--- config.mk ---
export PLATFORM = sky130hd
export DESIGN_NAME = spi_flash_slave
export DESIGN_NICKNAME = d
export VERILOG_FILES = /design/src/rtl/flash_pkg.sv /design/src/rtl/spi_pin_sync.sv /design/src/rtl/flash_byte_array.sv /design/src/rtl/flash_prog_ctrl.sv /design/src/rtl/flash_cmd_engine.sv /design/src/rtl/spi_flash_slave.sv
export SDC_FILE = /design/constraint.sdc
export NUM_CORES = 1
export LEC_CHECK = 0
export BUFFER_PORTS_ARGS = -buffer_cell sky130_fd_sc_hd__clkbuf_2
export CORE_MARGIN = 4
export CORE_UTILIZATION = 30
export DETAILED_ROUTE_END_ITERATION = 8
export SLEW_MARGIN = 20
export SYNTH_ARGS = -nofsm -noshare
export SYNTH_HDL_FRONTEND = slang
export SYNTH_SLANG_ARGS = --single-unit
--- constraint.sdc ---
create_clock -name clk -period 4.46 [get_ports clk]
set_clock_uncertainty 0.1 [all_clocks]
set_input_delay 0.446 -clock clk [delete_from_list [all_inputs] [get_ports clk]]
set_output_delay 0.446 -clock clk [all_outputs]
set_load 0.02 [all_outputs]
--- src/rtl/flash_pkg.sv ---
package flash_pkg;
  localparam logic [7:0] OPC_READ = 8'h03;
  localparam logic [7:0] OPC_PROG = 8'h02;
  localparam logic [7:0] OPC_WREN = 8'h06;
  localparam logic [7:0] OPC_RDSR = 8'h05;

  localparam int OPC_BITS  = 8;
  localparam int ADDR_BITS = 24;
  localparam int DATA_BITS = 8;
  localparam int CNT_W     = $clog2(OPC_BITS + ADDR_BITS + DATA_BITS + 1);

  typedef enum logic [2:0] {
    PH_IDLE,
    PH_OPC,
    PH_ADDR,
    PH_DATA,
    PH_STREAM,
    PH_IGNORE
  } phase_t;
endpackage

--- src/rtl/spi_pin_sync.sv ---
module spi_pin_sync #(
  parameter int   STAGES    = 2,
  parameter logic RESET_VAL = 1'b0
) (
  input  logic clk,
  input  logic rst_n,
  input  logic din,
  output logic level
);
  logic [STAGES-1:0] pipe;

  always_ff @(posedge clk or negedge rst_n) begin
    if (!rst_n) pipe <= {STAGES{RESET_VAL}};
    else        pipe <= {pipe[STAGES-2:0], din};
  end

  assign level = pipe[STAGES-1];
endmodule

--- src/rtl/flash_byte_array.sv ---
module flash_byte_array #(
  parameter int AW = 6
) (
  input  logic          clk,
  input  logic          rst_n,
  input  logic [AW-1:0] rd_addr,
  output logic [7:0]    rd_data,
  input  logic          wr_en,
  input  logic [AW-1:0] wr_addr,
  input  logic [7:0]    wr_data
);
  localparam int DEPTH = 1 << AW;

  logic [7:0] cells [DEPTH];

  for (genvar i = 0; i < DEPTH; i++) begin : g_cell
    always_ff @(posedge clk or negedge rst_n) begin
      if (!rst_n)
        cells[i] <= 8'hFF;
      else if (wr_en && wr_addr == AW'(i))
        cells[i] <= cells[i] & wr_data;
    end

    // a program may clear bits but never set one
    p_clear_only_r7: assert property (@(posedge clk) disable iff (!rst_n)
      (wr_en && wr_addr == AW'(i)) |=> ((cells[i] & ~$past(cells[i])) == 8'h00));
  end

  assign rd_data = cells[rd_addr];
endmodule

--- src/rtl/flash_prog_ctrl.sv ---
module flash_prog_ctrl #(
  parameter int AW          = 6,
  parameter int PROG_CYCLES = 1000
) (
  input  logic          clk,
  input  logic          rst_n,
  input  logic          wren_req,
  input  logic          prog_req,
  input  logic [AW-1:0] prog_addr,
  input  logic [7:0]    prog_data,
  input  logic          lock_upper,
  output logic          busy,
  output logic          wel,
  output logic          wr_en,
  output logic [AW-1:0] wr_addr,
  output logic [7:0]    wr_data
);
  localparam int CW = $clog2(PROG_CYCLES + 1);

  logic [CW-1:0] busy_cnt;
  logic          locked;

  assign locked  = lock_upper && prog_addr[AW-1];
  assign busy    = (busy_cnt != '0);
  assign wr_en   = prog_req && wel && !busy && !locked;
  assign wr_addr = prog_addr;
  assign wr_data = prog_data;

  always_ff @(posedge clk or negedge rst_n) begin
    if (!rst_n) begin
      busy_cnt <= '0;
    end else if (wr_en) begin
      busy_cnt <= CW'(PROG_CYCLES);
    end else if (busy) begin
      busy_cnt <= busy_cnt - 1'b1;
    end
  end

  always_ff @(posedge clk or negedge rst_n) begin
    if (!rst_n)                       wel <= 1'b0;
    else if (busy && busy_cnt == CW'(1)) wel <= 1'b0;
    else if (wren_req && !busy)       wel <= 1'b1;
  end

  // a commit raises Busy on the next cycle
  p_busy_after_commit_r10: assert property (@(posedge clk) disable iff (!rst_n)
    wr_en |=> busy);

  // the busy interval counts down one step per clock
  p_busy_countdown_r10: assert property (@(posedge clk) disable iff (!rst_n)
    (busy && !wr_en) |=> (busy_cnt == $past(busy_cnt) - 1'b1));

  // write-enable latch is gone once Busy ends
  p_wel_drops_with_busy_r10: assert property (@(posedge clk) disable iff (!rst_n)
    $fell(busy) |-> !wel);
endmodule

--- src/rtl/flash_cmd_engine.sv ---
module flash_cmd_engine
  import flash_pkg::*;
#(
  parameter int AW = 6
) (
  input  logic          clk,
  input  logic          rst_n,
  input  logic          cs_rise,
  input  logic          cs_fall,
  input  logic          sck_rise,
  input  logic          sck_fall,
  input  logic          si_bit,
  input  logic          busy,
  input  logic          wel,
  input  logic [7:0]    rd_byte,
  output logic [AW-1:0] rd_addr,
  output logic          so_bit,
  output logic          so_oe,
  output logic          wren_req,
  output logic          prog_req,
  output logic [AW-1:0] prog_addr,
  output logic [7:0]    prog_data
);
  localparam logic [CNT_W-1:0] LAST_OPC  = CNT_W'(OPC_BITS - 1);
  localparam logic [CNT_W-1:0] LAST_ADDR = CNT_W'(OPC_BITS + ADDR_BITS - 1);
  localparam logic [CNT_W-1:0] LAST_DATA = CNT_W'(OPC_BITS + ADDR_BITS + DATA_BITS - 1);

  phase_t             phase;
  logic [CNT_W-1:0]   bitcnt;
  logic [6:0]         in_sr;
  logic [AW-1:0]      addr_q;
  logic [7:0]         opcode;
  logic               data_done;
  logic               src_status;
  logic [7:0]         out_sr;
  logic [2:0]         out_cnt;
  logic               out_live;
  logic [AW-1:0]      ptr;
  logic [7:0]         in_byte;
  logic [AW-1:0]      addr_next;
  logic               shifting_in;

  assign in_byte     = {in_sr, si_bit};
  assign addr_next   = {addr_q[AW-2:0], si_bit};
  assign shifting_in = (phase == PH_OPC) || (phase == PH_ADDR) || (phase == PH_DATA);

  always_ff @(posedge clk or negedge rst_n) begin
    if (!rst_n) begin
      phase      <= PH_IDLE;
      bitcnt     <= '0;
      in_sr      <= '0;
      addr_q     <= '0;
      opcode     <= '0;
      data_done  <= 1'b0;
      src_status <= 1'b0;
      out_sr     <= '0;
      out_cnt    <= '0;
      out_live   <= 1'b0;
      ptr        <= '0;
      prog_data  <= '0;
    end else if (cs_fall) begin
      phase     <= PH_OPC;
      bitcnt    <= '0;
      opcode    <= '0;
      data_done <= 1'b0;
      out_live  <= 1'b0;
      out_cnt   <= '0;
    end else if (cs_rise) begin
      phase    <= PH_IDLE;
      out_live <= 1'b0;
    end else begin
      if (sck_rise && shifting_in) begin
        in_sr  <= in_byte[6:0];
        bitcnt <= bitcnt + 1'b1;
        if (phase == PH_ADDR) addr_q <= addr_next;
        case (phase)
          PH_OPC: begin
            if (bitcnt == LAST_OPC) begin
              if (busy && in_byte != OPC_RDSR) begin
                phase  <= PH_IGNORE;
                opcode <= '0;
              end else begin
                opcode <= in_byte;
                case (in_byte)
                  OPC_READ, OPC_PROG: phase <= PH_ADDR;
                  OPC_RDSR: begin
                    phase      <= PH_STREAM;
                    src_status <= 1'b1;
                    out_cnt    <= '0;
                  end
                  default: phase <= PH_IGNORE;
                endcase
              end
            end
          end
          PH_ADDR: begin
            if (bitcnt == LAST_ADDR) begin
              if (opcode == OPC_READ) begin
                phase      <= PH_STREAM;
                src_status <= 1'b0;
                ptr        <= addr_next;
                out_cnt    <= '0;
              end else begin
                phase <= PH_DATA;
              end
            end
          end
          PH_DATA: begin
            if (bitcnt == LAST_DATA) begin
              prog_data <= in_byte;
              data_done <= 1'b1;
              phase     <= PH_IGNORE;
            end
          end
          default: ;
        endcase
      end
      if (sck_fall && phase == PH_STREAM) begin
        if (out_cnt == '0) begin
          out_sr   <= src_status ? {6'b0, wel, busy} : rd_byte;
          out_live <= 1'b1;
          if (!src_status) ptr <= ptr + 1'b1;
        end else begin
          out_sr <= {out_sr[6:0], 1'b0};
        end
        out_cnt <= out_cnt + 1'b1;
      end
    end
  end

  assign rd_addr   = ptr;
  assign so_bit    = out_sr[7];
  assign so_oe     = out_live && (phase == PH_STREAM);
  assign wren_req  = cs_rise && (opcode == OPC_WREN);
  assign prog_req  = cs_rise && (opcode == OPC_PROG) && data_done;
  assign prog_addr = addr_q;

  // the output is released right after deselect
  p_hiz_after_deselect_r4: assert property (@(posedge clk) disable iff (!rst_n)
    cs_rise |=> !so_oe);

  // while Busy, only status data may be streamed
  p_status_only_when_busy_r12: assert property (@(posedge clk) disable iff (!rst_n)
    (busy && phase == PH_STREAM) |-> src_status);

  // the streaming pointer advances modulo the array size
  p_ptr_wraps_r3: assert property (@(posedge clk) disable iff (!rst_n)
    (sck_fall && phase == PH_STREAM && !src_status && !cs_rise && !cs_fall
     && out_cnt == '0 && ptr == '1) |=> (ptr == '0));
endmodule

--- src/rtl/spi_flash_slave.sv ---
module spi_flash_slave #(
  parameter int AW          = 6,
  parameter int PROG_CYCLES = 1000,
  parameter int SYNC_STAGES = 2
) (
  input  logic clk,
  input  logic rst_n,
  input  logic spi_cs_n,
  input  logic spi_sck,
  input  logic spi_si,
  input  logic lock_upper,
  output logic spi_so,
  output logic spi_so_oe
);
  logic cs_lvl, sck_lvl, si_lvl;
  logic cs_prev, sck_prev;
  logic cs_rise, cs_fall, sck_rise, sck_fall;

  spi_pin_sync #(.STAGES(SYNC_STAGES), .RESET_VAL(1'b1)) u_sync_cs (
    .clk(clk), .rst_n(rst_n), .din(spi_cs_n), .level(cs_lvl));
  spi_pin_sync #(.STAGES(SYNC_STAGES), .RESET_VAL(1'b0)) u_sync_sck (
    .clk(clk), .rst_n(rst_n), .din(spi_sck), .level(sck_lvl));
  spi_pin_sync #(.STAGES(SYNC_STAGES), .RESET_VAL(1'b0)) u_sync_si (
    .clk(clk), .rst_n(rst_n), .din(spi_si), .level(si_lvl));

  always_ff @(posedge clk or negedge rst_n) begin
    if (!rst_n) begin
      cs_prev  <= 1'b1;
      sck_prev <= 1'b0;
    end else begin
      cs_prev  <= cs_lvl;
      sck_prev <= sck_lvl;
    end
  end

  assign cs_rise  = cs_lvl && !cs_prev;
  assign cs_fall  = !cs_lvl && cs_prev;
  assign sck_rise = sck_lvl && !sck_prev && !cs_lvl;
  assign sck_fall = !sck_lvl && sck_prev && !cs_lvl;

  logic          busy, wel, wren_req, prog_req, wr_en;
  logic [AW-1:0] rd_addr, prog_addr, wr_addr;
  logic [7:0]    rd_byte, prog_data, wr_data;

  flash_cmd_engine #(.AW(AW)) u_engine (
    .clk(clk), .rst_n(rst_n),
    .cs_rise(cs_rise), .cs_fall(cs_fall),
    .sck_rise(sck_rise), .sck_fall(sck_fall), .si_bit(si_lvl),
    .busy(busy), .wel(wel), .rd_byte(rd_byte), .rd_addr(rd_addr),
    .so_bit(spi_so), .so_oe(spi_so_oe),
    .wren_req(wren_req), .prog_req(prog_req),
    .prog_addr(prog_addr), .prog_data(prog_data));

  flash_prog_ctrl #(.AW(AW), .PROG_CYCLES(PROG_CYCLES)) u_prog (
    .clk(clk), .rst_n(rst_n),
    .wren_req(wren_req), .prog_req(prog_req),
    .prog_addr(prog_addr), .prog_data(prog_data), .lock_upper(lock_upper),
    .busy(busy), .wel(wel),
    .wr_en(wr_en), .wr_addr(wr_addr), .wr_data(wr_data));

  flash_byte_array #(.AW(AW)) u_array (
    .clk(clk), .rst_n(rst_n),
    .rd_addr(rd_addr), .rd_data(rd_byte),
    .wr_en(wr_en), .wr_addr(wr_addr), .wr_data(wr_data));

  // no array write can start inside a busy interval
  p_no_write_while_busy_r12: assert property (@(posedge clk) disable iff (!rst_n)
    $past(busy) && busy |-> !wr_en);
endmodule

==> results of run 1 <==
[worst max-delay path, stage by stage (launching register included)]
cell	delay (ns)
dfrtp_4	0.92
buf_12	0.34
mux4_2	0.56
mux2i_1	0.28
a21oi_1	0.13
nor2_1	0.28
o211ai_1	0.15
[registers in the layout (all words and copies together), names as in the netlist, 2 cells and up]
register and count:
u_array.cells 512, u_engine.bitcnt 6, u_engine.in_sr 7, u_engine.opcode 8
u_engine.out_cnt 3, u_engine.out_sr 8, u_engine.phase 3, u_engine.prog_addr 6
u_engine.prog_data 8, u_engine.rd_addr 6, u_prog.busy_cnt 10, u_sync_cs.pipe 2
u_sync_sck.pipe 2, u_sync_si.pipe 2
[stage by stage]
step / area, sq um / setup slack, ns
detailed placement: 27300 / 1.48
global route: 29400 / 1.33
CTS: 29400 / 1.47
floorplan: 25900 / 1.97
finish: 29400 / 1.53
global placement: 27300 / 1.49
[how the worst max path moves through the flow]
stage	start	endpoint	slack [ns]	cells past startpoint
2_1_floorplan	u_sync_cs.pipe[1]$_DFF_PN1_	u_array.cells[504]$_DFFE_PN1P_	1.97	7
3_3_place_gp	u_engine.rd_addr[0]$_DFFE_PN0P_	u_engine.out_sr[7]$_DFFE_PN0P_	1.49	6
3_5_place_dp	u_engine.rd_addr[0]$_DFFE_PN0P_	u_engine.out_sr[7]$_DFFE_PN0P_	1.48	6
4_1_cts	u_engine.rd_addr[0]$_DFFE_PN0P_	u_engine.out_sr[7]$_DFFE_PN0P_	1.47	6
5_1_grt	u_engine.rd_addr[0]$_DFFE_PN0P_	u_engine.out_sr[4]$_DFFE_PN0P_	1.33	7
6_report	u_engine.rd_addr[0]$_DFFE_PN0P_	u_engine.out_sr[7]$_DFFE_PN0P_	1.53	6
[metal layers]
layer / GRT usage / vias to the layer above
met4: 0.0511 / 0
li1: - / 6904
met2: 0.231 / 452
met1: 0.217 / 8682
met5: 0 / -
met3: 0.0292 / 118
[kinds of logic (layout without fill, tap and decap cells)]
family | after synthesis | in the layout
adder cells (fa/ha/maj) | 8 | 8
AO/OA/AOI/OAI | 640 | 640
flip-flops | 589 | 589
multiplexers | 186 | 186
AND/OR/NAND/NOR | 293 | 293
XOR/XNOR | 7 | 7
buffers and inverters | 135 | 180
[cell type report]
cell class | instances | area (sq um) | share of cell area
Sequential cell | 589 | 15400 | 0.523
Multi-Input combinational cell | 1134 | 9940 | 0.338
Clock buffer | 103 | 2030 | 0.0688
Tap cell | 1144 | 1430 | 0.0486
Timing Repair Buffer | 51 | 473 | 0.0161
Clock inverter | 11 | 114 | 0.00387
Inverter | 15 | 56.3 | 0.00191
[cells in the mapped netlist, types with 9 or more instances]
master      n
dfstp_2   515
o21a_1    512
mux4_2    128
nand2_1    98
clkbuf_1   89
dfrtp_1    74
nor2_1     56
mux2i_1    30
mux2_2     28
nand3_1    22
o21ai_0    21
a21oi_1    20
buf_2      20
nor3_1     19
o22ai_1    17
nand2b_1   15
inv_1      14
a22oi_1    10
nand2_2    10
a31oi_1     9
[what timing repair did]
item	CTS	global route
hold endpoints to repair	49	0
setup endpoints to repair	0	0
hold buffers	4	0
buffers inserted	0	0
[power by group]
part	internal [W]	total, W	leakage, nW	switching (W)
Sequential	0.00541	0.00551	6.28	0.0000949
Combinational	0.000248	0.000733	3.38	0.000484
Clock	0.00323	0.00536	1.06	0.00213
Total	0.00889	0.0116	10.7	0.00271
==> out/results.ini, run 1 <==
[route]
wl_met2_microns=31000
via_per_inst=5.30
m1WireLength_microns=31300
route.top_layer_used=met4
drt_iter0_drc=1345
route.vias.total=16200
ant_nets=0
wl_per_cell_microns=22.3
drtPass1Iterations=7
route.met3.wl_microns=3680
drc=0
routed_wl_microns=68000

[yosys]
synth_cell_types=68
netlist.area_leader.share=0.523
ys_ff_latch=589
synth_top_family_by_area=compound AO/OA/AOI/OAI gates
yosys.area_share.adder=0.00387
synthFlopType=dfstp_2
yosysWarnings=0
synth_compound_area_frac=0.182
muxShareOfSynthArea=0.135
synth_area_sq_um=25900
yosysSeqAreaShare=0.594
synth_fp_nets=1872
synth_top_cells_by_area=dfstp_2 52%, o21a_1 15%, mux4_2 11%
synth-edff-count=0
async_flop_share=1.00
synthSimpleGateAreaFrac=0.0603
yosysTopAreaCell=dfstp_2
synthXorXnorAreaFrac=0.00237
syn_area_per_cell_sq_um=13.9
synthCells=1858

[global_routing]
antenna_found_initial=0
first_global_vias=16800
grt_usage=0.151
grt-ovfl-total=0
grt_max_degree=122
grt_pass1_wl_microns=107000

[clock_network]
root_buffer=clkbuf_16
clock_path_buffers=3
cts_htree_levels=3
cts_resized=0
cts_num_sinks=589
cts_tree=done
numCtsBuffers=66
clk_latency_ns=0.59
clk_pin_slew_worst_paths_ns=0.06

[min_path]
hp-class=register to register
min_to=u_sync_sck.pipe[1]$_DFF_PN0_
worstHoldPathCells=0
min_from=u_sync_sck.pipe[0]$_DFF_PN0_

[power_and_ir_drop]
vdd_drop_max_mv=0.278
p_leak_nw=10.7
power_density_nw_per_um2=394
total_power_w=0.0116

[sta]
period_share=0.657
relSlewSlack=0.298
post-route-min-period_ns=2.93
setup_viol=0
finalMaxSlewViolations=0
hold_violations=0
worst_slew_pin_slew_ns=1.05
fin_tns_setup_ns=0
rsz0062_at_grt=no
fin_hold_ws_ns=0.248
fmax_mhz=341

[place]
dp_hpwl_microns=44500
io_buffers=7
placed_cells=2929
finalWeightedCongestion=0.905

[floorplanning]
die_y_microns=302
chipWidth_microns=302
core_sq_um=85400
row_count=107
die_area_sq_um=91000
start_util=0.303
ios=8

[layout]
fin_util=0.345
nNetsFinal=1871
area_growth_syn_to_layout_pct=13.8
fillers=8303
final_common_cell=dfstp_2
finalNonFillerCells=3047
layout-drive-gt1-share=0.450
diodes=0
final_cell_mix=515 x dfstp_2, 512 x o21a_1, 128 x mux4_2

[worst_setup_path]
cp-end-kind=register
path_class=register to register
startpoint_type=register
worstReg2RegStart=u_engine.rd_addr[0]$_DFFE_PN0P_
critical_path_arrival_ns=3.29
ff2ff_path_depth=6
crit_required_ns=4.82
reg2reg_to=u_engine.out_sr[7]$_DFFE_PN0P_
cp_max_fo=37
reg2reg_slack_ns=1.53

[status]
outcome=finished clean

[flow_run]
max_cap_violations=0

Note: power is estimated with default switching activity, not from simulation.
==> run 2, diff against run 1 <==
==> constraint.sdc (replaced) <==
create_clock -name clk -period 2.7 [get_ports clk]
set_clock_uncertainty 0.1 [all_clocks]
set_input_delay 0.27 -clock clk [delete_from_list [all_inputs] [get_ports clk]]
set_output_delay 0.27 -clock clk [all_outputs]
set_load 0.02 [all_outputs]
==> run 2 against run 1 <==
Cell count increased by 1.5%; register-to-register slack worse by 1.4 ns; wire length rose by 0.25%; global-route usage decreased by 0.068 points; sequential share of layout area down 0.91 points; power increased by 62%; first-iteration DRC count is 13% lower; clock power is 57% higher; non-clock buffer count up 49; maximum frequency rose by 13%.
==> out/results.ini, run 2 (synthesis results as in run 1) <==
[status]
outcome=finished clean

[route]
via_per_inst=5.26  ; -0.88%
route.vias.total=16300  ; +0.61%
drt_iter0_drc=1170  ; -13%
drtPass1Iterations=5  ; -2
ant_nets=0  ; unchanged
drc=0  ; unchanged
routed_wl_microns=68200  ; +0.25%
wl_per_cell_microns=22.0  ; -1.2%

[sta]
fin_hold_ws_ns=0.133  ; -0.116 ns
fmax_mhz=386  ; +13%
setup_viol=0  ; unchanged
layout_setup_ws_ns=0.112  ; -1.42 ns
rsz0062_at_grt=no
hold_violations=0  ; unchanged
worst_slew_pin_slew_ns=0.732  ; -0.313 ns
finalMaxSlewViolations=0  ; unchanged
relSlewSlack=0.512  ; +0.214
fin_tns_setup_ns=0  ; unchanged
period_share=0.959  ; +0.301
post-route-min-period_ns=2.59  ; -0.343 ns

[floorplanning]
core_sq_um=85400  ; unchanged
row_count=107  ; unchanged
die_y_microns=302  ; unchanged
die_area_sq_um=91000  ; unchanged
chipWidth_microns=302  ; unchanged
start_util=0.303  ; unchanged
ios=8  ; unchanged

[global_routing]
grt_pass1_wl_microns=107000  ; -0.11%
grt-ovfl-total=0  ; unchanged
grt_usage=0.151  ; -0.000682
antenna_found_initial=0  ; unchanged
grt_max_degree=75  ; -39%
first_global_vias=17100  ; +1.9%

[clock_network]
clk_latency_ns=0.63  ; +0.04 ns
cts_num_sinks=589  ; unchanged
cts_htree_levels=2  ; -1
clock_path_buffers=3  ; unchanged
clk_pin_slew_worst_paths_ns=0.06  ; about the same
cts_tree=done
numCtsBuffers=60  ; -9.1%
root_buffer=clkbuf_16

[worst_setup_path]
crit_start=u_engine.rd_addr[0]$_DFFE_PN0P_
critical_path_arrival_ns=2.99  ; -0.30 ns
worstReg2RegStart=u_engine.rd_addr[0]$_DFFE_PN0P_
cp_max_fo=18  ; -51%
critPathTopFamily=multiplexers
path_class=register to register
crit_chain=buf_12, buf_12, mux4_2, mux2i_1, buf_4, nand3_1, a31oi_1, o21ai_0
crit_required_ns=3.10  ; -1.72 ns
max_stage_delay_ns=0.51  ; -0.41 ns
cp_common_cell=buf_12
cp-end-kind=register
crit_buf_inv=3  ; +2
slowest_stage=mux4_2
startpoint_type=register

[power_and_ir_drop]
power_frac_clock=0.447  ; -0.015
vdd_drop_max_mv=0.436  ; +57%
p_sw_w=0.00440  ; +63%
p_leak_nw=11.0  ; +2.4%
pwr-share-comb=0.071  ; +0.008
swShare=0.234  ; +0.00115
sequentialPowerShare=0.482  ; +0.007
internal-power_w=0.0144  ; +62%
power_density_nw_per_um2=627  ; +59%

[place]
finalWeightedCongestion=0.873  ; -3.5%
dp_hpwl_microns=45600  ; +2.4%
place_area_sq_um=27900  ; +2.2%
dpl_worst_slack_ns=0.0489  ; -1.44 ns
io_buffers=7  ; unchanged
placed_cells=2977  ; +1.6%

[layout]
diodes=0  ; unchanged
reg_top3=u_array.cells x512, u_prog.busy_cnt x10
largest_reg_flops=512  ; unchanged
finalNonFillerCells=3093  ; +1.5%
area_growth_syn_to_layout_pct=15.8
largest_register=u_array.cells
final_cell_mix=515 x dfstp_2, 512 x o21a_1, 128 x mux4_2
final_common_cell=dfstp_2
fin_area_sq_um=30000  ; +1.7%
nNetsFinal=1914  ; +2.3%
layout-drive-gt1-share=0.468  ; +0.0181

[flow_run]
max_cap_violations=0  ; unchanged

[min_path]
hp-class=input port to asynchronous set/reset pin

## run 2: per-stage QoR
stage	power, W	util
after detailed placement	0.0105	0.326
after global placement	0.0105	0.326
final	0.0188	0.351
after floorplan	0.00985	-
after CTS	0.0190	0.350
after global routing	0.0195	0.351
## run 2: final timing paths
kind / end / slack [ns] / cells past startpoint
hold / removal: u_sync_si.pipe[1]$_DFF_PN0_ / 0.13 / 2
min in group clk: u_sync_cs.pipe[0]$_DFF_PN1_ / 0.20 / 2
setup / recovery: u_engine.out_sr[0]$_DFFE_PN0P_ / 0.11 / 8
hold reg to reg: u_sync_si.pipe[1]$_DFF_PN0_ / 0.25 / 0
max in group asynchronous: u_array.cells[313]$_DFFE_PN1P_ / 1.42 / 3
setup reg to reg: u_engine.out_sr[0]$_DFFE_PN0P_ / 0.11 / 8
## run 2: timing repair
| action | 4_1_cts | 5_1_grt |
|---|---|---|
| resized for setup | 0 | 7 |
| hold buffers | 4 | 0 |
| hold endpoints to repair | 55 | 0 |
| endpoints found under the setup margin | 0 | 370 |
| setup buffers | 0 | 1 |
## run 2: per-layer routing
| layer | vias to the layer above | routed length (microns) | GRT usage |
|---|---|---|---|
| li1 | 6999 | - | - |
| met1 | 8740 | 30400 | 0.209 |
| met2 | 403 | 31800 | 0.239 |
| met3 | 113 | 3950 | 0.0305 |
| met4 | 0 | 1990 | 0.0448 |
| met5 | - | 0 | 0 |
## run 2: final cells by class
class	count	area (sq um)
multi-input combinational	1134	9970
fill	8204	55500
clock buffer	90	1790
timing repair buffer	100	1090
sequential	589	15400
clock inverter	21	224
inverter	15	56.3
tap	1144	1430
## run 2: power by group through the flow
stage               Clock [W]  Combinational [W]  Sequential (W)
finish                0.00840            0.00133         0.00905
global route          0.00900            0.00143         0.00905
CTS                   0.00864            0.00133         0.00904
detailed placement          0            0.00133         0.00917
global placement            0            0.00132         0.00917
floorplan                   0           0.000730         0.00912
